==> config.mk <==
export PLATFORM = sky130hd
export DESIGN_NAME = brc_branch_ctrl
export DESIGN_NICKNAME = d
export VERILOG_FILES = /design/src/rtl/brc_pkg.sv /design/src/rtl/brc_rst_sync.sv /design/src/rtl/brc_dec_slot.sv /design/src/rtl/brc_hazard.sv /design/src/rtl/brc_resolve.sv /design/src/rtl/brc_branch_ctrl.sv
export SDC_FILE = /design/constraint.sdc
export NUM_CORES = 1
export LEC_CHECK = 0
export CAP_MARGIN = 15
export CORE_UTILIZATION = 30
export DETAILED_ROUTE_END_ITERATION = 7
export MAX_ROUTING_LAYER = met4
export SYNTH_ARGS = -nofsm -noshare
export SYNTH_HDL_FRONTEND = slang
export SYNTH_SLANG_ARGS = --single-unit
==> constraint.sdc <==
create_clock -name clk -period 7.1 [get_ports clk]
set_input_delay 1.42 -clock clk [delete_from_list [all_inputs] [get_ports clk]]
set_output_delay 1.42 -clock clk [all_outputs]
set_load 0.05 [all_outputs]
==> src/rtl/brc_pkg.sv <==
package brc_pkg;

  localparam int unsigned INSN_W    = 32;
  localparam int unsigned REG_IDX_W = 5;
  localparam int unsigned OFF_W     = 13;

  localparam logic [INSN_W-1:0] NOP_INSN    = 32'h0000_0013;
  localparam logic [6:0]        OPC_COND_BR = 7'b110_0011;

  typedef enum logic [2:0] {
    COND_EQ  = 3'b000,
    COND_NE  = 3'b001,
    COND_LT  = 3'b100,
    COND_GE  = 3'b101,
    COND_LTU = 3'b110,
    COND_GEU = 3'b111
  } brc_cond_e;

  typedef enum logic [1:0] {
    OPND_RF  = 2'd0,
    OPND_MEM = 2'd1,
    OPND_WB  = 2'd2
  } brc_opnd_src_e;

  function automatic logic cond_supported(input logic [2:0] code);
    return (code[2:1] != 2'b01);
  endfunction

endpackage

==> src/rtl/brc_rst_sync.sv <==
module brc_rst_sync #(
  parameter int unsigned STAGES = 2
) (
  input  logic clk,
  input  logic rst_n,
  output logic rst_n_sync
);

  logic [STAGES-1:0] chain_q;
  logic [STAGES-1:0] chain_d;

  always_comb begin
    chain_d = {chain_q[STAGES-2:0], 1'b1};
  end

  always_ff @(posedge clk or negedge rst_n) begin
    if (!rst_n) begin
      chain_q <= '0;
    end else begin
      chain_q <= chain_d;
    end
  end

  assign rst_n_sync = chain_q[STAGES-1];

endmodule

==> src/rtl/brc_dec_slot.sv <==
module brc_dec_slot
  import brc_pkg::*;
#(
  parameter int unsigned XLEN = 32
) (
  input  logic              clk,
  input  logic              rst_n,
  input  logic              hold,
  input  logic              kill,
  input  logic [INSN_W-1:0] fetch_word,
  input  logic [XLEN-1:0]   fetch_pc,
  output logic [INSN_W-1:0] slot_word,
  output logic [XLEN-1:0]   slot_pc
);

  logic              load_en;
  logic [INSN_W-1:0] word_d;
  logic [XLEN-1:0]   pc_d;

  always_comb begin
    load_en = kill || !hold;
    word_d  = kill ? NOP_INSN : fetch_word;
    pc_d    = fetch_pc;
  end

  always_ff @(posedge clk or negedge rst_n) begin
    if (!rst_n) begin
      slot_word <= NOP_INSN;
      slot_pc   <= '0;
    end else if (load_en) begin
      slot_word <= word_d;
      slot_pc   <= pc_d;
    end
  end

endmodule

==> src/rtl/brc_hazard.sv <==
module brc_hazard
  import brc_pkg::*;
#(
  parameter int unsigned NSRC = 2
) (
  input  logic                            is_branch,
  input  logic [NSRC-1:0][REG_IDX_W-1:0]  src_idx,
  input  logic [REG_IDX_W-1:0]            ex_rd,
  input  logic                            ex_wr,
  input  logic [REG_IDX_W-1:0]            mem_rd,
  input  logic                            mem_wr,
  input  logic                            mem_load,
  input  logic [REG_IDX_W-1:0]            wb_rd,
  input  logic                            wb_wr,
  output logic                            stall,
  output logic [NSRC-1:0][1:0]            fwd_sel
);

  logic [NSRC-1:0] wait_v;

  for (genvar g = 0; g < NSRC; g++) begin : g_src
    logic live;
    logic hit_ex;
    logic hit_mem;
    logic hit_wb;

    assign live    = (src_idx[g] != '0);
    assign hit_ex  = live && ex_wr  && (ex_rd  == src_idx[g]);
    assign hit_mem = live && mem_wr && (mem_rd == src_idx[g]);
    assign hit_wb  = live && wb_wr  && (wb_rd  == src_idx[g]);

    // value not yet produced: any writer in execute, or a load still in memory
    assign wait_v[g] = hit_ex || (hit_mem && mem_load);

    assign fwd_sel[g] = (hit_mem && !mem_load) ? OPND_MEM :
                        hit_wb                 ? OPND_WB  : OPND_RF;
  end

  assign stall = is_branch && (|wait_v);

endmodule

==> src/rtl/brc_resolve.sv <==
module brc_resolve
  import brc_pkg::*;
#(
  parameter int unsigned XLEN = 32
) (
  input  logic            enable,
  input  logic [2:0]      cond,
  input  logic [XLEN-1:0] rf_a,
  input  logic [XLEN-1:0] rf_b,
  input  logic [XLEN-1:0] mem_val,
  input  logic [XLEN-1:0] wb_val,
  input  logic [1:0]      sel_a,
  input  logic [1:0]      sel_b,
  input  logic [XLEN-1:0] pc,
  input  logic [XLEN-1:0] offset,
  output logic            taken,
  output logic [XLEN-1:0] target
);

  function automatic logic [XLEN-1:0] pick(input logic [1:0] sel,
                                           input logic [XLEN-1:0] rf,
                                           input logic [XLEN-1:0] mv,
                                           input logic [XLEN-1:0] wv);
    case (brc_opnd_src_e'(sel))
      OPND_MEM: return mv;
      OPND_WB:  return wv;
      default:  return rf;
    endcase
  endfunction

  logic [XLEN-1:0] opa;
  logic [XLEN-1:0] opb;
  logic            equal;
  logic            less_s;
  logic            less_u;
  logic            hit;

  always_comb begin
    opa    = pick(sel_a, rf_a, mem_val, wb_val);
    opb    = pick(sel_b, rf_b, mem_val, wb_val);
    equal  = (opa == opb);
    less_s = ($signed(opa) < $signed(opb));
    less_u = (opa < opb);
    case (brc_cond_e'(cond))
      COND_EQ:  hit = equal;
      COND_NE:  hit = !equal;
      COND_LT:  hit = less_s;
      COND_GE:  hit = !less_s;
      COND_LTU: hit = less_u;
      COND_GEU: hit = !less_u;
      default:  hit = 1'b0;
    endcase
    taken  = enable && hit;
    target = pc + offset;
  end

endmodule

==> src/rtl/brc_branch_ctrl.sv <==
module brc_branch_ctrl
  import brc_pkg::*;
#(
  parameter int unsigned XLEN       = 32,
  parameter int unsigned RST_STAGES = 2
) (
  input  logic                 clk,
  input  logic                 rst_n,
  input  logic [INSN_W-1:0]    fetch_word,
  input  logic [XLEN-1:0]      fetch_pc,
  input  logic [XLEN-1:0]      rf_rs1_val,
  input  logic [XLEN-1:0]      rf_rs2_val,
  input  logic [XLEN-1:0]      mem_fwd_val,
  input  logic [XLEN-1:0]      wb_fwd_val,
  input  logic [REG_IDX_W-1:0] ex_rd,
  input  logic                 ex_wr,
  input  logic [REG_IDX_W-1:0] mem_rd,
  input  logic                 mem_wr,
  input  logic                 mem_load,
  input  logic [REG_IDX_W-1:0] wb_rd,
  input  logic                 wb_wr,
  output logic [INSN_W-1:0]    dec_word,
  output logic [XLEN-1:0]      dec_pc,
  output logic                 stall_fd,
  output logic                 bubble_ex,
  output logic                 flush_if,
  output logic                 redirect_valid,
  output logic [XLEN-1:0]      redirect_pc,
  output logic [1:0]           fwd_sel_a,
  output logic [1:0]           fwd_sel_b
);

  localparam int unsigned NSRC    = 2;
  localparam int unsigned EXT_W   = XLEN - OFF_W;

  logic                           rst_n_int;
  logic [6:0]                     dec_opc;
  logic [2:0]                     dec_cond;
  logic                           dec_is_br;
  logic [OFF_W-1:0]               dec_off;
  logic [XLEN-1:0]                dec_off_ext;
  logic [NSRC-1:0][REG_IDX_W-1:0] src_idx;
  logic [NSRC-1:0][1:0]           sel;
  logic                           hz_stall;
  logic                           taken;
  logic [XLEN-1:0]                target;

  brc_rst_sync #(.STAGES(RST_STAGES)) u_rst (
    .clk        (clk),
    .rst_n      (rst_n),
    .rst_n_sync (rst_n_int)
  );

  brc_dec_slot #(.XLEN(XLEN)) u_slot (
    .clk        (clk),
    .rst_n      (rst_n_int),
    .hold       (hz_stall),
    .kill       (taken),
    .fetch_word (fetch_word),
    .fetch_pc   (fetch_pc),
    .slot_word  (dec_word),
    .slot_pc    (dec_pc)
  );

  always_comb begin
    dec_opc     = dec_word[6:0];
    dec_cond    = dec_word[14:12];
    dec_is_br   = (dec_opc == OPC_COND_BR) && cond_supported(dec_cond);
    src_idx[0]  = dec_word[19:15];
    src_idx[1]  = dec_word[24:20];
    dec_off     = {dec_word[31], dec_word[7], dec_word[30:25], dec_word[11:8], 1'b0};
    dec_off_ext = {{EXT_W{dec_off[OFF_W-1]}}, dec_off};
  end

  brc_hazard #(.NSRC(NSRC)) u_hazard (
    .is_branch (dec_is_br),
    .src_idx   (src_idx),
    .ex_rd     (ex_rd),
    .ex_wr     (ex_wr),
    .mem_rd    (mem_rd),
    .mem_wr    (mem_wr),
    .mem_load  (mem_load),
    .wb_rd     (wb_rd),
    .wb_wr     (wb_wr),
    .stall     (hz_stall),
    .fwd_sel   (sel)
  );

  brc_resolve #(.XLEN(XLEN)) u_resolve (
    .enable  (dec_is_br && !hz_stall),
    .cond    (dec_cond),
    .rf_a    (rf_rs1_val),
    .rf_b    (rf_rs2_val),
    .mem_val (mem_fwd_val),
    .wb_val  (wb_fwd_val),
    .sel_a   (sel[0]),
    .sel_b   (sel[1]),
    .pc      (dec_pc),
    .offset  (dec_off_ext),
    .taken   (taken),
    .target  (target)
  );

  assign stall_fd       = hz_stall;
  assign bubble_ex      = hz_stall;
  assign flush_if       = taken;
  assign redirect_valid = taken;
  assign redirect_pc    = target;
  assign fwd_sel_a      = sel[0];
  assign fwd_sel_b      = sel[1];

endmodule

==> out/results.md, run 1 <==
## Worst setup path
* u_slot.slot_word[23]$_DFFE_PN0P_ — startpoint of the most critical register-to-register path
* output pin — kind of end point of the critical path
* 5680 ps — required time of the critical path
* u_slot.slot_word[11]$_DFFE_PN0P_ — worst reg2reg path endpoint
* input pin — type of element launching the critical path
* 33 — maximum fanout along the worst path
* 16 — depth of the worst register-to-register path
* 2810 ps — worst-case register-to-register setup slack
* in -> out — category of the critical setup timing path
* 5320 ps — arrival time reported for the critical path endpoint

## Outcome
* complete, no violations — status

## Final layout
* 5.851% — layout cells sized above 1
* 1396 — non-filler cells, final
* 1382 — nets@finish
* 0 — diode count
* 55.12% — area growth from synthesis to final layout

## Logic synthesis
* 22.93% — area share of the largest cell type after synthesis
* 0 — number of enable flip-flop cells after synthesis
* 814 — instance count of the mapped netlist
* 0 — total of warnings raised by yosys
* 67 — Distinct cells, synth
* 8.446 sq um — Avg Inst Size Synth
* 66 — number of register bits inferred by synthesis
* 100.0% — fraction of synthesis flops using an asynchronous set or reset pin
* 24.08% — share of synthesized area occupied by flip-flops and latches
* dfrtp_1 — cell type with the largest total area after synthesis
* dfrtp_1 — Post-synth top flop
* dfrtp_1 (23%), ha_1 (11%), mux2i_1 (9.5%) — cells taking the most area after synthesis
* 1090 — number of nets in the synthesized netlist
* 6875 sq um — Synth Cell Area

## Clock network
* 50 ps — clock-pin slew reported for the worst setup and hold paths after clock tree synthesis
* 9 — number of CTS-inserted buffers
* 0 — cts hold-fix bufs
* done — TritonCTS clock tree
* 66 — clock net sink count
* 0 — Post-CTS Setup Inserts
* 3 — CTS H-Tree Depth
* 2 — maximum buffer depth of the clock tree
* 0 — post-cts resize count
* clkbuf_16 — Root Buffer
* 330 ps — clock network latency to the later pin of the worst-skew pair

## Pwr
* 58.0% — combinational group share of total power
* 0.001208 W — Pint
* 4.319 nW — Leak
* 0.001001 W — switching power
* 45.29% — fraction of power spent switching nets
* 0.0001271 V — worst IR drop on VDD
* 207.1 nW/um^2 — Cell Pwr Density
* 21.2% — share of power burned in registers
* 20.8% — fraction of power consumed by the clock network

## Floorplanning
* 23530 sq um — die footprint
* 30.46% — Initial Util
* 317 — Boundary Pins
* 153.4 um — y dimension of the die
* 55 — number of cell rows
* 153.4 um — DIE WIDTH
* 22570 sq um — core outline area

## Timing
* 94.91% — post-route fraction of the period consumed by the critical path
* 0 — number of hold violations in the final report
* 268.5 ps — minimum hold slack
* 6739 ps — shortest clock period the worst path allows after layout
* 4.345 ps — skew final
* 148.4 MHz — timing-limited maximum frequency
* 0 ps — Final TNS setup
* 0 — Final setup viols
* 931.2 ps — slew of the pin with the lowest slew margin
* 0 — number of pins exceeding their max-slew limit in the final report
* 37.92% — Max transition margin
* no — unrepaired setup endpoints after global routing

## Route
* 17.59 um — Wirelength per Cell
* 303 — Starting DRT DRC Count
* 0 — antenna-violating nets left
* 10.63 mm — detailed-routing wirelength on met1
* 7086 — total vias in the final route
* 1.839 mm — met3 wire len
* met4 — top layer in use
* 11.59 mm — length of routed met2 wiring
* 0 — DRC viols
* 24.56 mm — final WL
* 5.076 — via density per instance
* 4 — drt pass-1 iters

## Placement
* 316 — number of buffer cells added on primary ports
* 19.46 mm — sum of net half-perimeters after detailed placement
* 1380 — cell count after placement
* 0.8858 — RD Place Congestion

## Global routing
* 0 — Overflow after GRT
* 21.57% — total routing usage reported by global routing
* 0 — antenna violations before repair
* 38.75 mm — global-route wire length before repair
* 7204 — vias in the first global route
* 67 — largest net degree at the start of global routing

## Job
* 0 — number of maximum-capacitance violations

## Worst hold path
* reg -> async — path class of the lowest-slack min-delay path

## worst max-delay path, cell delays in order
cell             delay [ps]
clkdlybuf4s50_1         500
xnor2_1                 130
nand4_1                 160
nor4_4                  200
buf_12                  280
mux2i_1                 230
o21ai_1                  80
ha_1                    300
nand4_1                 180
nor3_1                  490
nand3_1                 160
xor2_1                  160
or3_1                   370
o31ai_4                  80
and3_1                  340
buf_12                  180
## metal layers
metal | up-vias | track usage (%)
li1 | 3565 | -
met1 | 3244 | 25.79
met2 | 251 | 35.55
met3 | 26 | 5.756
met4 | 0 | 6.000
met5 | - | -
## sequential cells by signal, summed over array words and instances, names as in the netlist
register,cells
u_rst.chain_q,2
u_slot.slot_pc,32
u_slot.slot_word,32
## worst max-delay path by stage
| stage | slack (ps) | to | start | cells after the start |
|---|---|---|---|---|
| global route | 100 | redirect_valid | wb_rd[4] | 18 |
| CTS | 350 | redirect_valid | wb_rd[4] | 16 |
| detailed placement | 340 | redirect_valid | wb_rd[4] | 16 |
| global placement | 360 | flush_if | wb_rd[2] | 16 |
| floorplan | 180 | redirect_valid | mem_rd[2] | 16 |
| finish | 360 | redirect_valid | wb_rd[1] | 16 |
## layout by cell type, fill, tap and decap left out, types with 6 or more instances in the layout
master,instances
nor3_1,12
a21oi_1,82
nor2b_1,7
inv_1,16
nand2_1,76
nor2_1,52
o21ai_0,29
o21ai_1,46
xnor2_1,29
clkbuf_16,9
o21a_1,6
a21o_1,33
mux2_1,26
nand3_1,12
clkdlybuf4s50_1,314
buf_12,6
and3_1,28
mux2i_1,65
ha_1,62
buf_4,6
nand4_1,15
dfrtp_1,62
xor2_1,26
## synthesized netlist by cell type (all sizes together), types with 4 or more instances
master	count
a21boi	5
a21o	33
a21oi	85
a31oi	5
and3	28
buf	19
clkbuf	26
dfrtp	63
ha	62
inv	17
mux2	31
mux2i	65
nand2	77
nand3	12
nand4	15
nor2	54
nor2b	8
nor3	14
nor4	7
o211ai	4
o21a	6
o21ai	78
xnor2	29
xor2	26
## logic make-up after synthesis
kind of cell               Yosys count  share of synthesized area [%]
buffers and inverters               62                          4.222
DFF                                 66                          24.08
muxes                               96                          14.54
adders and majority gates           63                          11.57
AOI/OAI and AO/OA                  240                          21.93
xor gates and xnor gates            55                          7.006
other                                1                        0.05454
and+or+nand+nor                    231                          16.60
## power groups by stage
stage | logic (W) | registers (W) | clock network, W
CTS | 0.00129 | 0.000469 | 0.000475
global route | 0.00137 | 0.000475 | 0.000495
detailed placement | 0.00128 | 0.000475 | 0
floorplan | 0.000711 | 0.000569 | 0
global placement | 0.00128 | 0.000475 | 0
finish | 0.00128 | 0.000467 | 0.000460
## per-stage QoR
stage               power (W)  worst slack (ps)  utilization (%)  instance area (sq um)
global placement     0.001759             358.6            45.89                  10360
global route         0.002342             95.42            47.25                  10670
finish               0.002209             361.1            47.25                  10670
CTS                  0.002235             347.1            47.25                  10670
floorplan            0.001281             176.4                -                   6875
detailed placement   0.001758             338.7            45.89                  10360
## cell type report
type                       count  area [sq um]
sequential                    66          1657
timing repair buffer         326          3308
multi-input combinational    686          4974
fill                        2249         11910
clock buffer                  12         256.5
tap                          285         356.6
clock inverter                 4         50.05
inverter                      17         63.81
Note: power is estimated with default switching activity, not from simulation.
==> run 2, diff against run 1 <==
--- a/config.mk
+++ b/config.mk
@@ -6,6 +6,7 @@
 export NUM_CORES = 1
 export LEC_CHECK = 0
 export CAP_MARGIN = 15
+export CORE_MARGIN = 5
 export CORE_UTILIZATION = 30
 export DETAILED_ROUTE_END_ITERATION = 7
 export MAX_ROUTING_LAYER = met4
==> run 2 against run 1 <==
Net effect: fmax decreased by 0.89%; clock skew increased by 4.9 ps; cell area increased by 0.14%; sequential power about the same; register-to-register slack got worse by 20 ps; flip-flop and latch count unchanged; core utilization increased by 0.067 points; non-clock buffer count decreased by 1.
==> out/results.md, run 2 (same netlist as run 1, synthesis figures left out) <==
## Outcome
* complete, no violations — status

## Pwr
* 0.0001293 V — worst IR drop on VDD, +1.7%
* 0.002255 W — sum of internal, switching and leakage power, +2.1%
* 4.333 nW — Leak, +0.32%
* 211.1 nW/um^2 — Cell Pwr Density, +1.9%

## Timing
* 38.16% — Max transition margin, +0.24 points
* 6799 ps — shortest clock period the worst path allows after layout, +60.52 ps
* 0 — number of hold violations in the final report, unchanged
* 927.6 ps — slew of the pin with the lowest slew margin, -3.607 ps
* 9.272 ps — skew final, +4.927 ps
* 0 ps — Final TNS setup, unchanged
* no — unrepaired setup endpoints after global routing
* 0 — number of pins exceeding their max-slew limit in the final report, unchanged
* 0 — Final setup viols, unchanged
* 95.77% — post-route fraction of the period consumed by the critical path, +0.85 points
* 217.8 ps — minimum hold slack, -50.63 ps
* 147.1 MHz — timing-limited maximum frequency, -0.89%
* 300.6 ps — post-layout worst setup margin, -60.52 ps

## Route
* 0 — DRC viols, unchanged
* 18.64 um — Wirelength per Cell, +6.0%
* 26.05 mm — final WL, +6.1%
* 370 — Starting DRT DRC Count, +22%
* 5.109 — via density per instance, +0.65%
* 7137 — total vias in the final route, +0.72%
* 0 — antenna-violating nets left, unchanged
* 6 — drt pass-1 iters, +2

## Worst setup path
* 5680 ps — required time of the critical path, about the same
* clkdlybuf4s50_1 — standard cell with the maximum stage delay on the critical path
* 15 — depth of the worst register-to-register path, -1
* u_slot.slot_word[18]$_DFFE_PN0P_ — startpoint of the most critical register-to-register path
* output pin — kind of end point of the critical path
* input pin — type of element launching the critical path
* 5380 ps — arrival time reported for the critical path endpoint, +60 ps
* 33 — maximum fanout along the worst path, unchanged
* u_slot.slot_word[3]$_DFFE_PN0P_ — worst reg2reg path endpoint
* 3 — number of buffer and inverter instances along the worst setup path, unchanged
* 520 ps — slowest cell delay on critical path, +20 ps
* 2790 ps — worst-case register-to-register setup slack, -20 ps
* compound AO/OA/AOI/OAI gates — cell family with the largest share of critical-path delay
* in -> out — category of the critical setup timing path
* clkdlybuf4s50_1 -> xnor2_1 -> nand4_1 -> nor4_4 -> buf_12 -> mux2i_1 -> o21ai_0 -> ha_1 -> a21o_1 -> a21o_1 -> a21oi_1 -> o21ai_0 -> a2bb2oi_1 -> a31oi_1 -> o31ai_4 -> and3_1 -> buf_12 — cells along the critical path

## Clock network
* done — TritonCTS clock tree
* 2 — maximum buffer depth of the clock tree, unchanged
* 0 — cts hold-fix bufs, unchanged
* 340 ps — clock network latency to the later pin of the worst-skew pair, about the same
* 0 — post-cts resize count, unchanged
* 0 — Post-CTS Setup Inserts, unchanged
* 66 — clock net sink count, unchanged
* 9 — number of CTS-inserted buffers, unchanged
* 3 — CTS H-Tree Depth, unchanged
* clkbuf_16 — Root Buffer
* 60 ps — clock-pin slew reported for the worst setup and hold paths after clock tree synthesis, about the same

## Floorplanning
* 26050 sq um — die footprint, +11%
* 30.46% — Initial Util, unchanged
* 22570 sq um — core outline area, unchanged
* 55 — number of cell rows, unchanged
* 317 — Boundary Pins, unchanged
* 161.4 um — DIE WIDTH, +5.2%
* 161.4 um — y dimension of the die, +5.2%

## Final layout
* 55.34% — area growth from synthesis to final layout
* clkdlybuf4s50_1 — leading cell type in the layout, fill and taps excluded
* clkdlybuf4s50_1 (312), a21oi_1 (82), nand2_1 (76) — leading cell types in the layout, fill and taps excluded
* 6.036% — layout cells sized above 1, +0.19 points
* u_slot.slot_pc (32), u_slot.slot_word (32), u_rst.chain_q (2) — Largest regs
* 1381 — nets@finish, -0.072%
* 2176 — count of fill cells added during filler insertion, -3.2%

## Placement
* 0.8935 — RD Place Congestion, +0.87%
* 316 — number of buffer cells added on primary ports, unchanged
* 20.34 mm — sum of net half-perimeters after detailed placement, +4.5%
* 293.2 ps — worst slack at placement, -45.49 ps

## Global routing
* 67 — largest net degree at the start of global routing, unchanged
* 2 — antenna violations before repair, +2
* 19.65% — total routing usage reported by global routing, -1.9 points
* 40.05 mm — global-route wire length before repair, +3.4%
* 0 — Overflow after GRT, unchanged
* 7380 — vias in the first global route, +2.4%

## Worst hold path
* reg -> async — path class of the lowest-slack min-delay path

## Job
* 0 — number of maximum-capacitance violations, unchanged

-- run 2: cell type report --
cell class | instances | area (sq um) | share of cell area [%]
clock buffer | 10 | 239.0 | 2.238
clock inverter | 6 | 90.09 | 0.8435
timing repair buffer | 325 | 3296 | 30.86
antenna | 2 | 5.005 | 0.04686
sequential | 66 | 1657 | 15.51
inverter | 17 | 63.81 | 0.5975
multi-input combinational | 686 | 4974 | 46.57
tap | 285 | 356.6 | 3.339
-- run 2: worst max path at each step --
stage	start	endpoint	slack, ps	cells past startpoint
global route	wb_rd[4]	flush_if	110	17
detailed placement	wb_rd[2]	flush_if	290	17
finish	wb_rd[2]	flush_if	300	17
floorplan	mem_rd[2]	redirect_valid	180	16
global placement	wb_rd[4]	flush_if	400	17
CTS	wb_rd[2]	flush_if	300	17
-- run 2: stage by stage --
stage                     util, %  area [sq um]  cells
after global routing        47.32         10680   1397
after CTS                   47.29         10680   1395
final                       47.32         10680   1397
after floorplan                 -          6875    814
after global placement      45.84         10350   1379
after detailed placement    45.84         10350   1379
-- run 2: power by group --
part,internal [W],switching [W],total [W]
registers,0.000410,0.0000548,0.000464
logic,0.000509,0.000785,0.00129
clock network,0.000318,0.000179,0.000497
total,0.00124,0.00102,0.00226
-- run 2: metal layers --
metal  GRT usage [%]  vias to the layer above  part of all wire (%)
li1                -                     3559                     -
met2           32.61                      264                    47
met5               -                        -                     0
met4           3.722                        0                   1.1
met3           5.843                       20                   7.7
met1           23.94                     3294                    44
-- run 2: worst register-to-register path, stage by stage, from the launching register on --
cell       delay (ps)
dfrtp_1           500
or4_1             590
nor2_2            250
nor4_4             90
buf_12            190
mux2i_1           190
o21ai_0           100
ha_1              330
a21o_1            180
a21o_1            160
a21oi_1           130
o21ai_0           210
a2bb2oi_1         270
a31oi_1           180
o311ai_1          590
a21boi_0          190
